File: src/rtl/pio_pkg.sv
package pio_pkg;

  typedef enum logic {
    ST_IDLE = 1'b0,
    ST_RUN  = 1'b1
  } pio_state_e;

  // request fields latched at the start of a cycle
  typedef struct packed {
    logic       wr;
    logic       ctl;
    logic [2:0] reg_a;
  } pio_req_t;

  localparam logic [2:0] CTL_REG_ADDR = 3'd6;

endpackage

File: src/rtl/pio_cfg_regs.sv
module pio_cfg_regs #(
  parameter int CNT_W     = 8,
  parameter int RST_CYCLE = 30,
  parameter int RST_SETUP = 4,
  parameter int RST_PULSE = 15
) (
  input  logic             clk,
  input  logic             rst_n,
  input  logic             we,
  input  logic [CNT_W-1:0] cycle_in,
  input  logic [CNT_W-1:0] setup_in,
  input  logic [CNT_W-1:0] pulse_in,
  output logic [CNT_W-1:0] cycle_q,
  output logic [CNT_W-1:0] setup_q,
  output logic [CNT_W-1:0] pulse_q
);

  always_ff @(posedge clk or negedge rst_n) begin
    if (!rst_n) begin
      cycle_q <= CNT_W'(RST_CYCLE);
      setup_q <= CNT_W'(RST_SETUP);
      pulse_q <= CNT_W'(RST_PULSE);
    end else if (we) begin
      cycle_q <= cycle_in;
      setup_q <= setup_in;
      pulse_q <= pulse_in;
    end
  end

endmodule

File: src/rtl/pio_timing_calc.sv
module pio_timing_calc #(
  parameter int CNT_W = 8,
  parameter int TW    = CNT_W + 2
) (
  input  logic [CNT_W-1:0] cycle,
  input  logic [CNT_W-1:0] setup,
  input  logic [CNT_W-1:0] pulse,
  output logic [TW-1:0]    t_on,
  output logic [TW-1:0]    t_off,
  output logic [TW-1:0]    t_tot
);

  logic [TW-1:0] floor_len;

  always_comb begin
    t_on      = TW'(setup) + TW'(1);        // one extra settle clock
    t_off     = t_on + TW'(pulse);
    floor_len = t_off + TW'(2);             // two clocks of recovery minimum
    t_tot     = (TW'(cycle) < floor_len) ? floor_len : TW'(cycle);
  end

endmodule

File: src/rtl/pio_seq.sv
module pio_seq
  import pio_pkg::*;
#(
  parameter int TW = 10,
  parameter int DW = 16
) (
  input  logic          clk,
  input  logic          rst_n,
  input  logic          start,
  input  pio_req_t      req_in,
  input  logic [DW-1:0] wdata_in,
  input  logic [TW-1:0] t_on,
  input  logic [TW-1:0] t_off,
  input  logic [TW-1:0] t_tot,
  input  logic          iordy,
  input  logic [DW-1:0] dd_in,
  output logic          cs_win,
  output logic          strb,
  output logic          done,
  output pio_req_t      req_q,
  output logic [DW-1:0] wd_q,
  output logic [DW-1:0] rd_q
);

  pio_state_e    state_q, state_d;
  logic [TW-1:0] t_q, t_d;
  logic [TW-1:0] on_q, off_q, tot_q;
  logic          run, stall, last, ld_en, cap_en;

  always_comb begin
    run    = (state_q == ST_RUN);
    cs_win = run && (t_q != '0) && (t_q <= tot_q - TW'(2));
    strb   = run && (t_q >= on_q) && (t_q < off_q);
    stall  = strb && !iordy;
    last   = run && (t_q == tot_q - TW'(1));
    done   = last;
    ld_en  = !run && start;
    cap_en = strb && !stall && !req_q.wr && (t_q == off_q - TW'(1));

    state_d = state_q;
    t_d     = t_q;
    if (ld_en) begin
      state_d = ST_RUN;
      t_d     = '0;
    end else if (last) begin
      state_d = ST_IDLE;
    end else if (run && !stall) begin
      t_d = t_q + TW'(1);
    end
  end

  always_ff @(posedge clk or negedge rst_n) begin
    if (!rst_n) begin
      state_q <= ST_IDLE;
      t_q     <= '0;
    end else begin
      state_q <= state_d;
      t_q     <= t_d;
    end
  end

  always_ff @(posedge clk or negedge rst_n) begin
    if (!rst_n) begin
      on_q  <= '0;
      off_q <= '0;
      tot_q <= '0;
      req_q <= '0;
      wd_q  <= '0;
    end else if (ld_en) begin
      on_q  <= t_on;
      off_q <= t_off;
      tot_q <= t_tot;
      req_q <= req_in;
      wd_q  <= wdata_in;
    end
  end

  always_ff @(posedge clk or negedge rst_n) begin
    if (!rst_n) begin
      rd_q <= '0;
    end else if (cap_en) begin
      rd_q <= dd_in;
    end
  end

endmodule

File: src/rtl/pio_strobe_gen.sv
module pio_strobe_gen
  import pio_pkg::*;
#(
  parameter int CNT_W     = 8,
  parameter int DW        = 16,
  parameter int RST_CYCLE = 30,
  parameter int RST_SETUP = 4,
  parameter int RST_PULSE = 15
) (
  input  logic             clk,
  input  logic             rst_n,
  input  logic             cfg_we,
  input  logic [CNT_W-1:0] cfg_cycle,
  input  logic [CNT_W-1:0] cfg_setup,
  input  logic [CNT_W-1:0] cfg_pulse,
  input  logic             h_req,
  input  logic             h_wr,
  input  logic             h_ctl,
  input  logic [3:1]       h_addr,
  input  logic [DW-1:0]    h_wdata,
  output logic [DW-1:0]    h_rdata,
  output logic             h_done,
  output logic             ide_cs0_n,
  output logic             ide_cs1_n,
  output logic             ide_dior_n,
  output logic             ide_diow_n,
  output logic [2:0]       ide_a,
  output logic [DW-1:0]    ide_d_out,
  output logic             ide_d_oe,
  input  logic [DW-1:0]    ide_d_in,
  input  logic             ide_iordy
);

  localparam int TW = CNT_W + 2;

  logic [1:0]       rst_sync_q;
  logic             rst_int_n;
  logic [CNT_W-1:0] cyc_q, set_q, pul_q;
  logic [TW-1:0]    t_on, t_off, t_tot;
  pio_req_t         req_in, req_q;
  logic             cs_win, strb;

  // asynchronous assert, synchronous release
  always_ff @(posedge clk or negedge rst_n) begin
    if (!rst_n) rst_sync_q <= 2'b00;
    else        rst_sync_q <= {rst_sync_q[0], 1'b1};
  end
  assign rst_int_n = rst_sync_q[1];

  pio_cfg_regs #(
    .CNT_W(CNT_W), .RST_CYCLE(RST_CYCLE), .RST_SETUP(RST_SETUP), .RST_PULSE(RST_PULSE)
  ) i_cfg (
    .clk(clk), .rst_n(rst_int_n), .we(cfg_we),
    .cycle_in(cfg_cycle), .setup_in(cfg_setup), .pulse_in(cfg_pulse),
    .cycle_q(cyc_q), .setup_q(set_q), .pulse_q(pul_q)
  );

  pio_timing_calc #(.CNT_W(CNT_W), .TW(TW)) i_calc (
    .cycle(cyc_q), .setup(set_q), .pulse(pul_q),
    .t_on(t_on), .t_off(t_off), .t_tot(t_tot)
  );

  always_comb begin
    req_in.wr    = h_wr;
    req_in.ctl   = h_ctl;
    req_in.reg_a = h_ctl ? CTL_REG_ADDR : h_addr;
  end

  pio_seq #(.TW(TW), .DW(DW)) i_seq (
    .clk(clk), .rst_n(rst_int_n), .start(h_req),
    .req_in(req_in), .wdata_in(h_wdata),
    .t_on(t_on), .t_off(t_off), .t_tot(t_tot),
    .iordy(ide_iordy), .dd_in(ide_d_in),
    .cs_win(cs_win), .strb(strb), .done(h_done),
    .req_q(req_q), .wd_q(ide_d_out), .rd_q(h_rdata)
  );

  always_comb begin
    ide_cs0_n  = !(cs_win && !req_q.ctl);
    ide_cs1_n  = !(cs_win && req_q.ctl);
    ide_dior_n = !(strb && !req_q.wr);
    ide_diow_n = !(strb && req_q.wr);
    ide_d_oe   = cs_win && req_q.wr;
    ide_a      = req_q.reg_a;
  end

endmodule

File: config.mk
export PLATFORM = sky130hd
export DESIGN_NAME = pio_strobe_gen
export DESIGN_NICKNAME = d
export VERILOG_FILES = /design/src/rtl/pio_pkg.sv /design/src/rtl/pio_cfg_regs.sv /design/src/rtl/pio_timing_calc.sv /design/src/rtl/pio_seq.sv /design/src/rtl/pio_strobe_gen.sv
export SDC_FILE = /design/constraint.sdc
export NUM_CORES = 1
export LEC_CHECK = 0
export BUFFER_PORTS_ARGS = -buffer_cell sky130_fd_sc_hd__buf_4
export CORE_AREA = 4 4 112 114
export DETAILED_ROUTE_END_ITERATION = 16
export DIE_AREA = 0 0 116 118
export PLACE_DENSITY = 0.83
export SYNTH_ARGS = -nofsm -noshare
export SYNTH_HDL_FRONTEND = slang
export SYNTH_HIERARCHICAL = 1
export SYNTH_SLANG_ARGS = --single-unit
File: constraint.sdc
create_clock -name clk -period 7.05 [get_ports clk]
set_clock_uncertainty 0.05 [all_clocks]
set_input_delay 2.115 -clock clk [delete_from_list [all_inputs] [get_ports clk]]
set_output_delay 2.115 -clock clk [all_outputs]
set_load 0.05 [all_outputs]
==> impl_metrics.xml, run 1 <==
<?xml version="1.0" encoding="UTF-8"?>
<metrics>
  <group name="outcome">
    <metric name="status" unit="">completed</metric>
  </group>
  <group name="floorplan">
    <metric name="core_area" unit="um2">11400</metric>
    <metric name="die_width" unit="um">116</metric>
    <metric name="die_area" unit="um2">13700</metric>
    <metric name="floorplan.io_pins" unit="">107</metric>
    <metric name="num_rows" unit="">39</metric>
    <metric name="floorplan.die.height" unit="um">118</metric>
    <metric name="initial_core_util" unit="">0.592</metric>
  </group>
  <group name="logic_synthesis">
    <metric name="seq_area_frac_synth" unit="">0.387</metric>
    <metric name="netlist_top_cells_count" unit="">nand2_1 (139), dfrtp_1 (95), ha_1 (54), inv_1 (39), o21ai_0 (37)</metric>
    <metric name="yosysUniqueCellTypes" unit="">72</metric>
    <metric name="yosysMostFrequentCell" unit="">nand2_1</metric>
    <metric name="synth_async_sr_flop_share" unit="">1.00</metric>
    <metric name="synthDominantAreaCellType" unit="">dfrtp_1</metric>
    <metric name="synth_flop_cell" unit="">dfrtp_1</metric>
    <metric name="syn-mean-instance-area" unit="um2">9.57</metric>
    <metric name="synthDominantCellAreaShare" unit="">0.352</metric>
    <metric name="yosysWarnings" unit="">6</metric>
    <metric name="synth.area.top_cells" unit="">dfrtp_1 (35%), ha_1 (10%), nand2_1 (7.7%), mux2_4 (4.9%), xnor2_1 (3.8%)</metric>
    <metric name="mappedNetlistArea" unit="um2">6760</metric>
    <metric name="post_synthesis_sequential_element_count" unit="">104</metric>
    <metric name="synth_nets" unit="">827</metric>
    <metric name="syn-instance-count" unit="">706</metric>
    <metric name="synth-edff-count" unit="">0</metric>
  </group>
  <group name="sta">
    <metric name="finalSetupViolations" unit="">0</metric>
    <metric name="max_slew_margin" unit="">0.292</metric>
    <metric name="grt_setup_unrepaired" unit="">no</metric>
    <metric name="clock.fmax" unit="MHz">187</metric>
    <metric name="fin_crit" unit="ps">5350</metric>
    <metric name="actual_slew_at_the_worst_max_slew_pin" unit="ps">1060</metric>
    <metric name="maxSlewViolCount" unit="">0</metric>
    <metric name="final_hold_viol_count" unit="">0</metric>
    <metric name="totalNegativeSetupSlack" unit="ps">0</metric>
    <metric name="fin_hold_ws" unit="ps">228</metric>
    <metric name="final.period_utilization" unit="">0.758</metric>
    <metric name="setup_slack" unit="ps">1700</metric>
  </group>
  <group name="final_layout">
    <metric name="antenna_cells" unit="">0</metric>
    <metric name="area_growth_from_synthesis_to_layout" unit="%">16.4</metric>
    <metric name="fin_nets" unit="">913</metric>
    <metric name="fillCellCount" unit="">893</metric>
    <metric name="core_utilization_of_the_finished_layout" unit="">0.689</metric>
    <metric name="final_layout_size_suffix_gt1_frac" unit="">0.242</metric>
    <metric name="post_layout_instance_count_excluding_filler_cells" unit="">940</metric>
    <metric name="register_area" unit="um2">2620</metric>
    <metric name="multi_input_comb_area" unit="um2">3800</metric>
  </group>
  <group name="route">
    <metric name="drc_errors" unit="">0</metric>
    <metric name="antenna_violating_nets_post_route" unit="">0</metric>
    <metric name="wirelength_routed" unit="um">16400</metric>
    <metric name="routed_wirelength_normalized_by_instance_count" unit="um">17.4</metric>
    <metric name="via_per_inst" unit="">5.78</metric>
    <metric name="detailroute.via_count" unit="">5430</metric>
    <metric name="dr.pass1.iters" unit="">5</metric>
    <metric name="drt_iter0_markers" unit="">503</metric>
  </group>
  <group name="clocking">
    <metric name="clock_transition_at_the_register_clock_pins_on_the_worst_setup_and_hold_paths_after_cts" unit="ps">70</metric>
    <metric name="cts-resized-gates" unit="">0</metric>
    <metric name="cts.hold.buffers_added" unit="">0</metric>
    <metric name="insertion_delay" unit="ps">350</metric>
    <metric name="cts_setup_buffers" unit="">0</metric>
    <metric name="ctsRootBufferMaster" unit="">clkbuf_16</metric>
    <metric name="cts_tree" unit="">done</metric>
    <metric name="clock_tree.buffer_depth" unit="">2</metric>
    <metric name="cts-buffers-inserted" unit="">9</metric>
    <metric name="ctsHtreeMaxLevel" unit="">3</metric>
    <metric name="cts_num_sinks" unit="">104</metric>
  </group>
  <group name="power">
    <metric name="power.density" unit="nW/um2">440</metric>
    <metric name="peakVddDrop" unit="uV">300</metric>
    <metric name="leakage" unit="nW">3.84</metric>
  </group>
  <group name="critical_path">
    <metric name="critPathSlowestCell" unit="">a2111oi_4</metric>
    <metric name="cpMostUsedCell" unit="">mux2i_1</metric>
    <metric name="start_kind" unit="">flop</metric>
    <metric name="worst_ep_arrival_time" unit="ps">3180</metric>
    <metric name="setup.worst_path.end_class" unit="">primary output</metric>
    <metric name="r2r_cells" unit="">19</metric>
    <metric name="crit_path_cell_trace" unit="">inv_1, ha_1, nor2b_1, mux2i_1, mux2i_1, a21oi_1, a2111oi_4, buf_4</metric>
    <metric name="worst_ep_required_time" unit="ps">4890</metric>
    <metric name="cp-startpoint" unit="">i_seq/tot_q[2]</metric>
    <metric name="r2r-start" unit="">i_cfg/setup_q[0]</metric>
    <metric name="timing.setup.critical_path_class" unit="">reg2out</metric>
    <metric name="max_stage_delay" unit="ps">730</metric>
    <metric name="timing.rr.end" unit="">i_seq/tot_q[0]</metric>
    <metric name="worst-path-buf-inv" unit="">2</metric>
    <metric name="critical_path_depth" unit="">8</metric>
    <metric name="critPathTopFamily" unit="">compound AO/OA/AOI/OAI gates</metric>
    <metric name="timing.reg2reg.setup_slack" unit="ps">1900</metric>
    <metric name="setup.worst_path.end" unit="">h_done</metric>
    <metric name="critical_path_peak_fanout" unit="">10</metric>
  </group>
  <group name="grt">
    <metric name="global_route.usage.total" unit="">0.240</metric>
    <metric name="grt.overflow.total" unit="">0</metric>
    <metric name="largest_net_degree_at_the_start_of_global_routing" unit="">69</metric>
    <metric name="first_global_vias" unit="">5347</metric>
    <metric name="grt_first_pass_wirelength" unit="um">26300</metric>
    <metric name="antenna_found_initial" unit="">0</metric>
  </group>
  <group name="place">
    <metric name="hpwlAfterDp" unit="um">12200</metric>
    <metric name="io_buffer_count" unit="">106</metric>
    <metric name="place_ws" unit="ps">1970</metric>
    <metric name="instance_count_after_placement_with_tap_cells_included" unit="">924</metric>
    <metric name="gp_congestion" unit="">0.913</metric>
  </group>
  <group name="flow_run">
    <metric name="drv_cap" unit="">0</metric>
  </group>
  <group name="worst_hold_path">
    <metric name="timing.hold.worst.class" unit="">reg2async</metric>
  </group>
</metrics>
==> how the worst min path moves through the flow <==
stage             startpoint              to  cells past startpoint
2_1_floorplan  rst_sync_q[0]   rst_sync_q[1]                      0
3_3_place_gp   rst_sync_q[1]   i_seq/wd_q[6]                      0
3_5_place_dp   rst_sync_q[1]   i_seq/wd_q[6]                      0
4_1_cts        rst_sync_q[1]   i_seq/wd_q[6]                      0
5_1_grt        rst_sync_q[1]  i_seq/wd_q[10]                      0
6_report       rst_sync_q[1]  i_seq/wd_q[12]                      0
==> stage by stage <==
| stage | total power, mW | area (um2) |
|---|---|---|
| 6_report | 3.46 | 7870 |
| 5_1_grt | 3.70 | 7870 |
| 4_1_cts | 3.46 | 7870 |
| 3_5_place_dp | 2.92 | 7560 |
| 3_3_place_gp | 2.83 | 7560 |
| 2_1_floorplan | 2.44 | 6760 |
==> report_power, final <==
part           total [mW]  switching, mW  internal (mW)  leakage (nW)
Sequential           1.03          0.253          0.778          1.29
Clock               0.515          0.219          0.295         0.153
Combinational        1.92           1.14          0.780          2.40
==> cells in the final DEF (no fill, tap or decap), types with 7 or more instances in the layout <==
cell type  count
and3_1         7
o21ai_0       37
clkbuf_16      9
dfstp_2        9
nand3_1       18
dfrtp_1       94
mux2_2        21
ha_1          54
nor2b_1        9
xnor2_1       29
nor3_1        12
nand2_1      139
a21oi_1       23
buf_4        108
nor2_1        23
mux2i_1        8
mux2_4        22
inv_1         39
nand2b_1      11
xor2_1        17
nor4_1         9
==> sequential cells by signal, summed over array words and instances, names as in the netlist, 2 cells and up <==
name,flops
i_seq/tot_q,10
i_seq/on_q,10
i_seq/wd_q,16
i_cfg/setup_q,8
i_seq/off_q,10
i_seq/rd_q,16
i_seq/t_q,10
i_seq/req_q,5
rst_sync_q,2
i_cfg/pulse_q,8
i_cfg/cycle_q,8
==> layer usage <==
layer,GRT usage,share of wire,up-vias
met5,0,0,-
met4,0.0899,0.021,0
met3,0.0504,0.061,24
met2,0.392,0.50,191
met1,0.310,0.42,2612
li1,-,-,2603
==> final cells by class <==
type | count | share of cell area
clock inverter | 4 | 0.00668
tap | 143 | 0.0227
clock buffer | 12 | 0.0326
sequential | 104 | 0.333
inverter | 40 | 0.0191
timing repair buffer | 108 | 0.103
multi-input combinational | 529 | 0.483
==> cell families (layout without fill, tap and decap cells) <==
group,after synthesis,count (layout),share of synthesized area
and+or+nand+nor,264,264,0.192
buffers and inverters,73,164,0.0518
xor gates and xnor gates,46,46,0.0596
other,2,2,0.00111
adders and majority gates,55,55,0.103
AOI/OAI and AO/OA,111,111,0.110
muxes,51,51,0.0957
DFF,104,104,0.387
Note: power is estimated with default switching activity, not from simulation.
==> inputs of run 2 (changes only) <==
--- a/config.mk
+++ b/config.mk
@@ -6,10 +6,10 @@
 export NUM_CORES = 1
 export LEC_CHECK = 0
 export BUFFER_PORTS_ARGS = -buffer_cell sky130_fd_sc_hd__buf_4
-export CORE_AREA = 4 4 112 114
+export CORE_AREA = 4 4 119 121
 export DETAILED_ROUTE_END_ITERATION = 16
-export DIE_AREA = 0 0 116 118
-export PLACE_DENSITY = 0.83
+export DIE_AREA = 0 0 123 125
+export PLACE_DENSITY = 0.78
 export SYNTH_ARGS = -nofsm -noshare
 export SYNTH_HDL_FRONTEND = slang
 export SYNTH_HIERARCHICAL = 1
==> constraint.sdc (replaced) <==
create_clock -name clk -period 4.49 [get_ports clk]
set_clock_uncertainty 0.05 [all_clocks]
set_input_delay 1.347 -clock clk [delete_from_list [all_inputs] [get_ports clk]]
set_output_delay 1.347 -clock clk [all_outputs]
set_load 0.05 [all_outputs]
==> run 2 against run 1 <==
- sequential power rose by 53%
- cell area rose by 4.4%
- worst hold slack improved by 82 ps
- register-to-register slack got worse by 1700 ps
- setup slack got worse by 1600 ps
- sequential share of layout area fell by 1.4 points
- combinational power rose by 68%
- die area rose by 12%
- non-clock buffer count rose by 17
- critical path type is now reg2reg
- highest routed layer unchanged
==> impl_metrics.xml, run 2 (same netlist as run 1, synthesis figures left out) <==
<?xml version="1.0" encoding="UTF-8"?>
<metrics>
  <group name="sta">
    <metric name="max_slew_margin" unit="">0.264</metric>
    <metric name="clock.fmax" unit="MHz">230</metric>
    <metric name="finalSetupViolations" unit="">0</metric>
    <metric name="final.period_utilization" unit="">0.966</metric>
    <metric name="maxSlewViolCount" unit="">0</metric>
    <metric name="totalNegativeSetupSlack" unit="ps">0</metric>
    <metric name="actual_slew_at_the_worst_max_slew_pin" unit="ps">1100</metric>
    <metric name="final_hold_viol_count" unit="">0</metric>
    <metric name="fin_crit" unit="ps">4340</metric>
  </group>
  <group name="power">
    <metric name="leakage" unit="nW">3.94</metric>
    <metric name="peakVddDrop" unit="uV">314</metric>
    <metric name="power.density" unit="nW/um2">681</metric>
  </group>
  <group name="floorplan">
    <metric name="core_area" unit="um2">13100</metric>
    <metric name="initial_core_util" unit="">0.516</metric>
    <metric name="die_area" unit="um2">15400</metric>
    <metric name="floorplan.io_pins" unit="">107</metric>
    <metric name="die_width" unit="um">123</metric>
    <metric name="num_rows" unit="">42</metric>
    <metric name="floorplan.die.height" unit="um">125</metric>
  </group>
  <group name="critical_path">
    <metric name="worst_ep_arrival_time" unit="ps">4500</metric>
    <metric name="worst_ep_required_time" unit="ps">4650</metric>
    <metric name="start_kind" unit="">flop</metric>
    <metric name="timing.setup.critical_path_class" unit="">reg2reg</metric>
    <metric name="timing.reg2reg.setup_slack" unit="ps">150</metric>
    <metric name="cp-startpoint" unit="">i_cfg/setup_q[2]</metric>
    <metric name="r2r_cells" unit="">18</metric>
    <metric name="r2r-start" unit="">i_cfg/setup_q[2]</metric>
    <metric name="setup.worst_path.end_class" unit="">flop</metric>
    <metric name="critical_path_peak_fanout" unit="">6</metric>
    <metric name="setup.worst_path.end" unit="">i_seq/tot_q[2]</metric>
    <metric name="timing.rr.end" unit="">i_seq/tot_q[2]</metric>
  </group>
  <group name="final_layout">
    <metric name="layout.cells.most_common" unit="">nand2_1</metric>
    <metric name="final_layout_size_suffix_gt1_frac" unit="">0.294</metric>
    <metric name="fin_nets" unit="">930</metric>
    <metric name="top_regs" unit="">i_seq/rd_q: 16 flops, i_seq/wd_q: 16 flops</metric>
    <metric name="fillCellCount" unit="">1037</metric>
    <metric name="core_utilization_of_the_finished_layout" unit="">0.628</metric>
    <metric name="area_growth_from_synthesis_to_layout" unit="%">21.5</metric>
    <metric name="post_layout_instance_count_excluding_filler_cells" unit="">990</metric>
    <metric name="highest_count_cells_in_the_layout_ignoring_fill_and_taps" unit="">nand2_1 (139), buf_4 (125), dfrtp_1 (93)</metric>
    <metric name="antenna_cells" unit="">0</metric>
  </group>
  <group name="grt">
    <metric name="grt_first_pass_wirelength" unit="um">26600</metric>
    <metric name="global_route.usage.total" unit="">0.214</metric>
    <metric name="antenna_found_initial" unit="">0</metric>
    <metric name="largest_net_degree_at_the_start_of_global_routing" unit="">66</metric>
    <metric name="grt.overflow.total" unit="">0</metric>
    <metric name="first_global_vias" unit="">5547</metric>
  </group>
  <group name="clocking">
    <metric name="cts_tree" unit="">done</metric>
    <metric name="ctsRootBufferMaster" unit="">clkbuf_16</metric>
    <metric name="cts.hold.buffers_added" unit="">0</metric>
    <metric name="cts-buffers-inserted" unit="">9</metric>
    <metric name="clock_transition_at_the_register_clock_pins_on_the_worst_setup_and_hold_paths_after_cts" unit="ps">70</metric>
    <metric name="clock_tree.buffer_depth" unit="">2</metric>
    <metric name="insertion_delay" unit="ps">350</metric>
    <metric name="cts_num_sinks" unit="">104</metric>
    <metric name="ctsHtreeMaxLevel" unit="">3</metric>
  </group>
  <group name="route">
    <metric name="antenna_violating_nets_post_route" unit="">0</metric>
    <metric name="via_per_inst" unit="">5.56</metric>
    <metric name="routed_wirelength_normalized_by_instance_count" unit="um">16.5</metric>
    <metric name="detailroute.via_count" unit="">5509</metric>
    <metric name="drc_errors" unit="">0</metric>
    <metric name="wirelength_routed" unit="um">16400</metric>
    <metric name="drt_iter0_markers" unit="">323</metric>
    <metric name="dr.pass1.iters" unit="">5</metric>
  </group>
  <group name="place">
    <metric name="gp_congestion" unit="">0.950</metric>
    <metric name="io_buffer_count" unit="">106</metric>
    <metric name="hpwlAfterDp" unit="um">12100</metric>
    <metric name="instance_count_after_placement_with_tap_cells_included" unit="">970</metric>
  </group>
  <group name="flow_run">
    <metric name="drv_cap" unit="">0</metric>
  </group>
  <group name="outcome">
    <metric name="status" unit="">completed</metric>
  </group>
  <group name="worst_hold_path">
    <metric name="timing.hold.worst.class" unit="">reg2reg</metric>
  </group>
</metrics>
==> run 2: cell types whose count changed in the layout (fill, tap and decap cells not counted), moves of 3 or more <==
cell,previous run,this run
buf_4,108,125
ha_1,54,47
ha_2,0,3
ha_4,0,4
xor2_1,17,13
xor2_2,0,4
==> run 2: power breakdown <==
group	internal, mW	total (mW)	switching, mW
Combinational	1.36	3.23	1.86
Sequential	1.22	1.58	0.351
Clock	0.433	0.789	0.356
Total	3.02	5.59	2.57
==> run 2: timing repair <==
action / CTS / global route
gates resized for setup: 2 / 35
pin swaps: 1 / 10
cloned: 0 / 0
buffers inserted: 0 / 4
setup endpoints to repair: 9 / 12
==> run 2: worst max-delay path, cell delays in order, from the launching register on <==
cell and delay [ps]:
dfstp_2 620, nand3_4 110, nor2_4 130, xor2_2 220, ha_4 260, or4b_1 500, and3_1 200, inv_2 80
nand4_1 180, xnor2_2 210, ha_2 330, o21a_1 120, o21ai_1 60, a31oi_1 270, and2_4 210, o21a_1 200
mux2_4 310, nand2_1 60, o21ai_0 90
==> run 2: worst min path at each step <==
stage	to	slack [ps]	from	depth (start not counted)
global route	rst_sync_q[1]	320	rst_sync_q[0]	0
floorplan	rst_sync_q[1]	280	rst_sync_q[0]	0
CTS	rst_sync_q[1]	310	rst_sync_q[0]	0
detailed placement	rst_sync_q[1]	290	rst_sync_q[0]	0
finish	rst_sync_q[1]	310	rst_sync_q[0]	0
global placement	rst_sync_q[1]	290	rst_sync_q[0]	0
==> run 2: area by class of cell <==
| type | count | area [um2] | share of cell area |
|---|---|---|---|
| Timing Repair Buffer | 125 | 938 | 0.114 |
| Multi-Input combinational cell | 529 | 3990 | 0.486 |
| Clock buffer | 9 | 225 | 0.0274 |
| Clock inverter | 7 | 70.1 | 0.00853 |
| Inverter | 40 | 150 | 0.0183 |
| Tap cell | 176 | 220 | 0.0268 |
| Sequential cell | 104 | 2620 | 0.319 |
==> run 2: metrics by stage <==
| stage | instance area (um2) | setup slack (ps) | total power, mW | hold WS (ps) |
|---|---|---|---|---|
| floorplan | 6760 | 41.4 | 3.84 | 281 |
| global placement | 7700 | 125 | 4.50 | 293 |
| detailed placement | 7700 | -59.5 | 4.63 | 286 |
| CTS | 8000 | 2.22 | 5.46 | 314 |
| global route | 8210 | -70.0 | 6.02 | 323 |
| finish | 8210 | 152 | 5.59 | 310 |
==> run 2: routing by layer <==
layer	track usage	wire (um)	part of all wire	vias to the layer above
li1	-	-	-	2640
met4	0.0860	416	0.025	0
met2	0.353	8180	0.50	172
met3	0.0343	859	0.052	32
met1	0.282	6920	0.42	2665
met5	0	0	0	-
==> inputs of run 3 (changes only) <==
--- a/config.mk
+++ b/config.mk
@@ -6,10 +6,10 @@
 export NUM_CORES = 1
 export LEC_CHECK = 0
 export BUFFER_PORTS_ARGS = -buffer_cell sky130_fd_sc_hd__buf_4
-export CORE_AREA = 4 4 119 121
+export CORE_AREA = 4 4 125 127
 export DETAILED_ROUTE_END_ITERATION = 16
-export DIE_AREA = 0 0 123 125
-export PLACE_DENSITY = 0.78
+export DIE_AREA = 0 0 129 131
+export PLACE_DENSITY = 0.71
 export SYNTH_ARGS = -nofsm -noshare
 export SYNTH_HDL_FRONTEND = slang
 export SYNTH_HIERARCHICAL = 1
==> run 3 against run 2 <==
- non-clock buffer count is 6 higher
- wire length is 3.5% lower
- sequential share of layout area is 0.33 points higher
- core utilization is 6.4 points lower
- first-iteration DRC count is 15% lower
- critical path type unchanged
==> impl_metrics.xml, run 3 (same netlist as run 1, synthesis figures left out) <==
<?xml version="1.0" encoding="UTF-8"?>
<metrics>
  <group name="outcome">
    <metric name="status" unit="">completed</metric>
  </group>
  <group name="clocking">
    <metric name="ctsRootBufferMaster" unit="">clkbuf_16</metric>
    <metric name="clock_tree.buffer_depth" unit="">2</metric>
    <metric name="ctsHtreeMaxLevel" unit="">3</metric>
    <metric name="cts_tree" unit="">done</metric>
    <metric name="cts.hold.buffers_added" unit="">0</metric>
    <metric name="cts-buffers-inserted" unit="">9</metric>
    <metric name="clock_transition_at_the_register_clock_pins_on_the_worst_setup_and_hold_paths_after_cts" unit="ps">70</metric>
    <metric name="insertion_delay" unit="ps">350</metric>
    <metric name="cts_num_sinks" unit="">104</metric>
  </group>
  <group name="final_layout">
    <metric name="fin_nets" unit="">936</metric>
    <metric name="highest_count_cells_in_the_layout_ignoring_fill_and_taps" unit="">nand2_1 (139), buf_4 (131), dfrtp_1 (94)</metric>
    <metric name="layout.cell_area.non_filler" unit="um2">8120</metric>
    <metric name="antenna_cells" unit="">0</metric>
    <metric name="area_growth_from_synthesis_to_layout" unit="%">20.2</metric>
    <metric name="final_layout_size_suffix_gt1_frac" unit="">0.277</metric>
    <metric name="top_regs" unit="">i_seq/rd_q: 16 flops, i_seq/wd_q: 16 flops</metric>
    <metric name="layout.cells.most_common" unit="">nand2_1</metric>
  </group>
  <group name="critical_path">
    <metric name="timing.setup.critical_path_class" unit="">reg2reg</metric>
    <metric name="r2r-start" unit="">i_cfg/setup_q[0]</metric>
    <metric name="worst_ep_arrival_time" unit="ps">4490</metric>
    <metric name="r2r_cells" unit="">19</metric>
    <metric name="timing.rr.end" unit="">i_seq/tot_q[7]</metric>
    <metric name="critical_path_peak_fanout" unit="">4</metric>
    <metric name="start_kind" unit="">flop</metric>
    <metric name="timing.reg2reg.setup_slack" unit="ps">240</metric>
    <metric name="setup.worst_path.end_class" unit="">flop</metric>
    <metric name="worst_ep_required_time" unit="ps">4730</metric>
  </group>
  <group name="place">
    <metric name="hpwlAfterDp" unit="um">11800</metric>
    <metric name="io_buffer_count" unit="">106</metric>
    <metric name="placedInstanceArea" unit="um2">7760</metric>
    <metric name="gp_congestion" unit="">0.862</metric>
    <metric name="place_ws" unit="ps">-131</metric>
  </group>
  <group name="worst_hold_path">
    <metric name="min-delay-start" unit="">rst_sync_q[0]</metric>
    <metric name="timing.hold.worst.class" unit="">reg2reg</metric>
    <metric name="holdPathEnd" unit="">rst_sync_q[1]</metric>
    <metric name="hold_path_depth" unit="">0</metric>
  </group>
  <group name="grt">
    <metric name="grt.overflow.total" unit="">0</metric>
    <metric name="largest_net_degree_at_the_start_of_global_routing" unit="">77</metric>
    <metric name="first_global_vias" unit="">5221</metric>
    <metric name="grt_first_pass_wirelength" unit="um">25900</metric>
    <metric name="antenna_found_initial" unit="">0</metric>
    <metric name="global_route.usage.total" unit="">0.192</metric>
  </group>
  <group name="sta">
    <metric name="final.period_utilization" unit="">0.947</metric>
    <metric name="final_hold_viol_count" unit="">0</metric>
    <metric name="actual_slew_at_the_worst_max_slew_pin" unit="ps">1090</metric>
    <metric name="setup_slack" unit="ps">236</metric>
    <metric name="max_slew_margin" unit="">0.273</metric>
    <metric name="fin_crit" unit="ps">4250</metric>
    <metric name="maxSlewViolCount" unit="">0</metric>
    <metric name="clock.fmax" unit="MHz">235</metric>
    <metric name="finalSetupViolations" unit="">0</metric>
  </group>
  <group name="route">
    <metric name="wirelength_routed" unit="um">15800</metric>
    <metric name="dr.pass1.iters" unit="">4</metric>
    <metric name="via_per_inst" unit="">5.40</metric>
    <metric name="antenna_violating_nets_post_route" unit="">0</metric>
    <metric name="drc_errors" unit="">0</metric>
    <metric name="routed_wirelength_normalized_by_instance_count" unit="um">15.8</metric>
    <metric name="detailroute.via_count" unit="">5418</metric>
    <metric name="drt_iter0_markers" unit="">273</metric>
  </group>
  <group name="power">
    <metric name="power.density" unit="nW/um2">672</metric>
    <metric name="leakage" unit="nW">3.94</metric>
    <metric name="peakVddDrop" unit="uV">343</metric>
  </group>
  <group name="floorplan">
    <metric name="initial_core_util" unit="">0.469</metric>
    <metric name="floorplan.die.height" unit="um">131</metric>
    <metric name="floorplan.io_pins" unit="">107</metric>
    <metric name="die_area" unit="um2">16900</metric>
    <metric name="core_area" unit="um2">14400</metric>
    <metric name="num_rows" unit="">44</metric>
    <metric name="die_width" unit="um">129</metric>
  </group>
  <group name="flow_run">
    <metric name="drv_cap" unit="">0</metric>
  </group>
</metrics>
[run 3: routing by layer]
| metal | routed length [um] | track usage | vias up |
|---|---|---|---|
| met4 | 324 | 0.0673 | 0 |
| met3 | 512 | 0.0325 | 22 |
| met1 | 7370 | 0.267 | 2651 |
| met2 | 7600 | 0.305 | 92 |
| li1 | - | - | 2653 |
| met5 | 0 | 0 | - |
[run 3: metrics by stage]
step,std cells,hold WS [ps],utilization,total power [mW],TNS (ps)
2_1_floorplan,706,281,-,3.84,0
3_3_place_gp,985,285,0.538,4.58,0
3_5_place_dp,985,293,0.538,4.64,-560
4_1_cts,1001,308,0.557,5.43,0
5_1_grt,1004,321,0.563,5.93,-39.3
6_report,1004,302,0.563,5.46,0
[run 3: critical path: stages (launching register included)]
cell	delay [ps]
dfrtp_1	390
buf_4	130
inv_1	50
ha_1	230
fa_1	450
a211oi_4	280
nor3b_1	130
nor4b_4	330
nand2_1	110
xor2_1	230
ha_1	320
a2111oi_4	390
nand2_1	80
o21ai_0	90
a31oi_1	90
o311ai_1	130
mux2_2	370
nor3_1	180
nand2_1	70
nand2_1	80
[run 3: worst max path at each step]
| stage | startpoint | to | slack (ps) | cells after the start |
|---|---|---|---|---|
| final | i_cfg/setup_q[0] | i_seq/tot_q[7] | 240 | 19 |
| after detailed placement | i_cfg/setup_q[0] | i_seq/tot_q[2] | -130 | 17 |
| after global placement | i_cfg/setup_q[0] | i_seq/tot_q[0] | 100 | 17 |
| after floorplan | i_cfg/setup_q[0] | i_seq/tot_q[0] | 40 | 22 |
| after CTS | i_cfg/setup_q[0] | i_seq/tot_q[2] | 30 | 17 |
| after global routing | i_cfg/setup_q[0] | i_seq/tot_q[2] | -20 | 19 |
[run 3: what timing repair did]
| action | CTS | global route |
|---|---|---|
| buffers inserted | 0 | 3 |
| resized for setup | 2 | 13 |
| endpoints found under the setup margin | 7 | 12 |
| pin swaps | 0 | 6 |
[run 3: final cells by class]
cell class,instances,area [um2]
fill,1326,6300
sequential,104,2620
clock buffer,10,229
timing repair buffer,131,983
tap,184,230
multi-input combinational,529,3870
inverter,40,150
clock inverter,6,45.0
[run 3: where the power goes]
part / switching, mW / internal, mW / total [mW]
logic: 1.82 / 1.34 / 3.16
clock network: 0.359 / 0.378 / 0.737
registers: 0.335 / 1.22 / 1.56
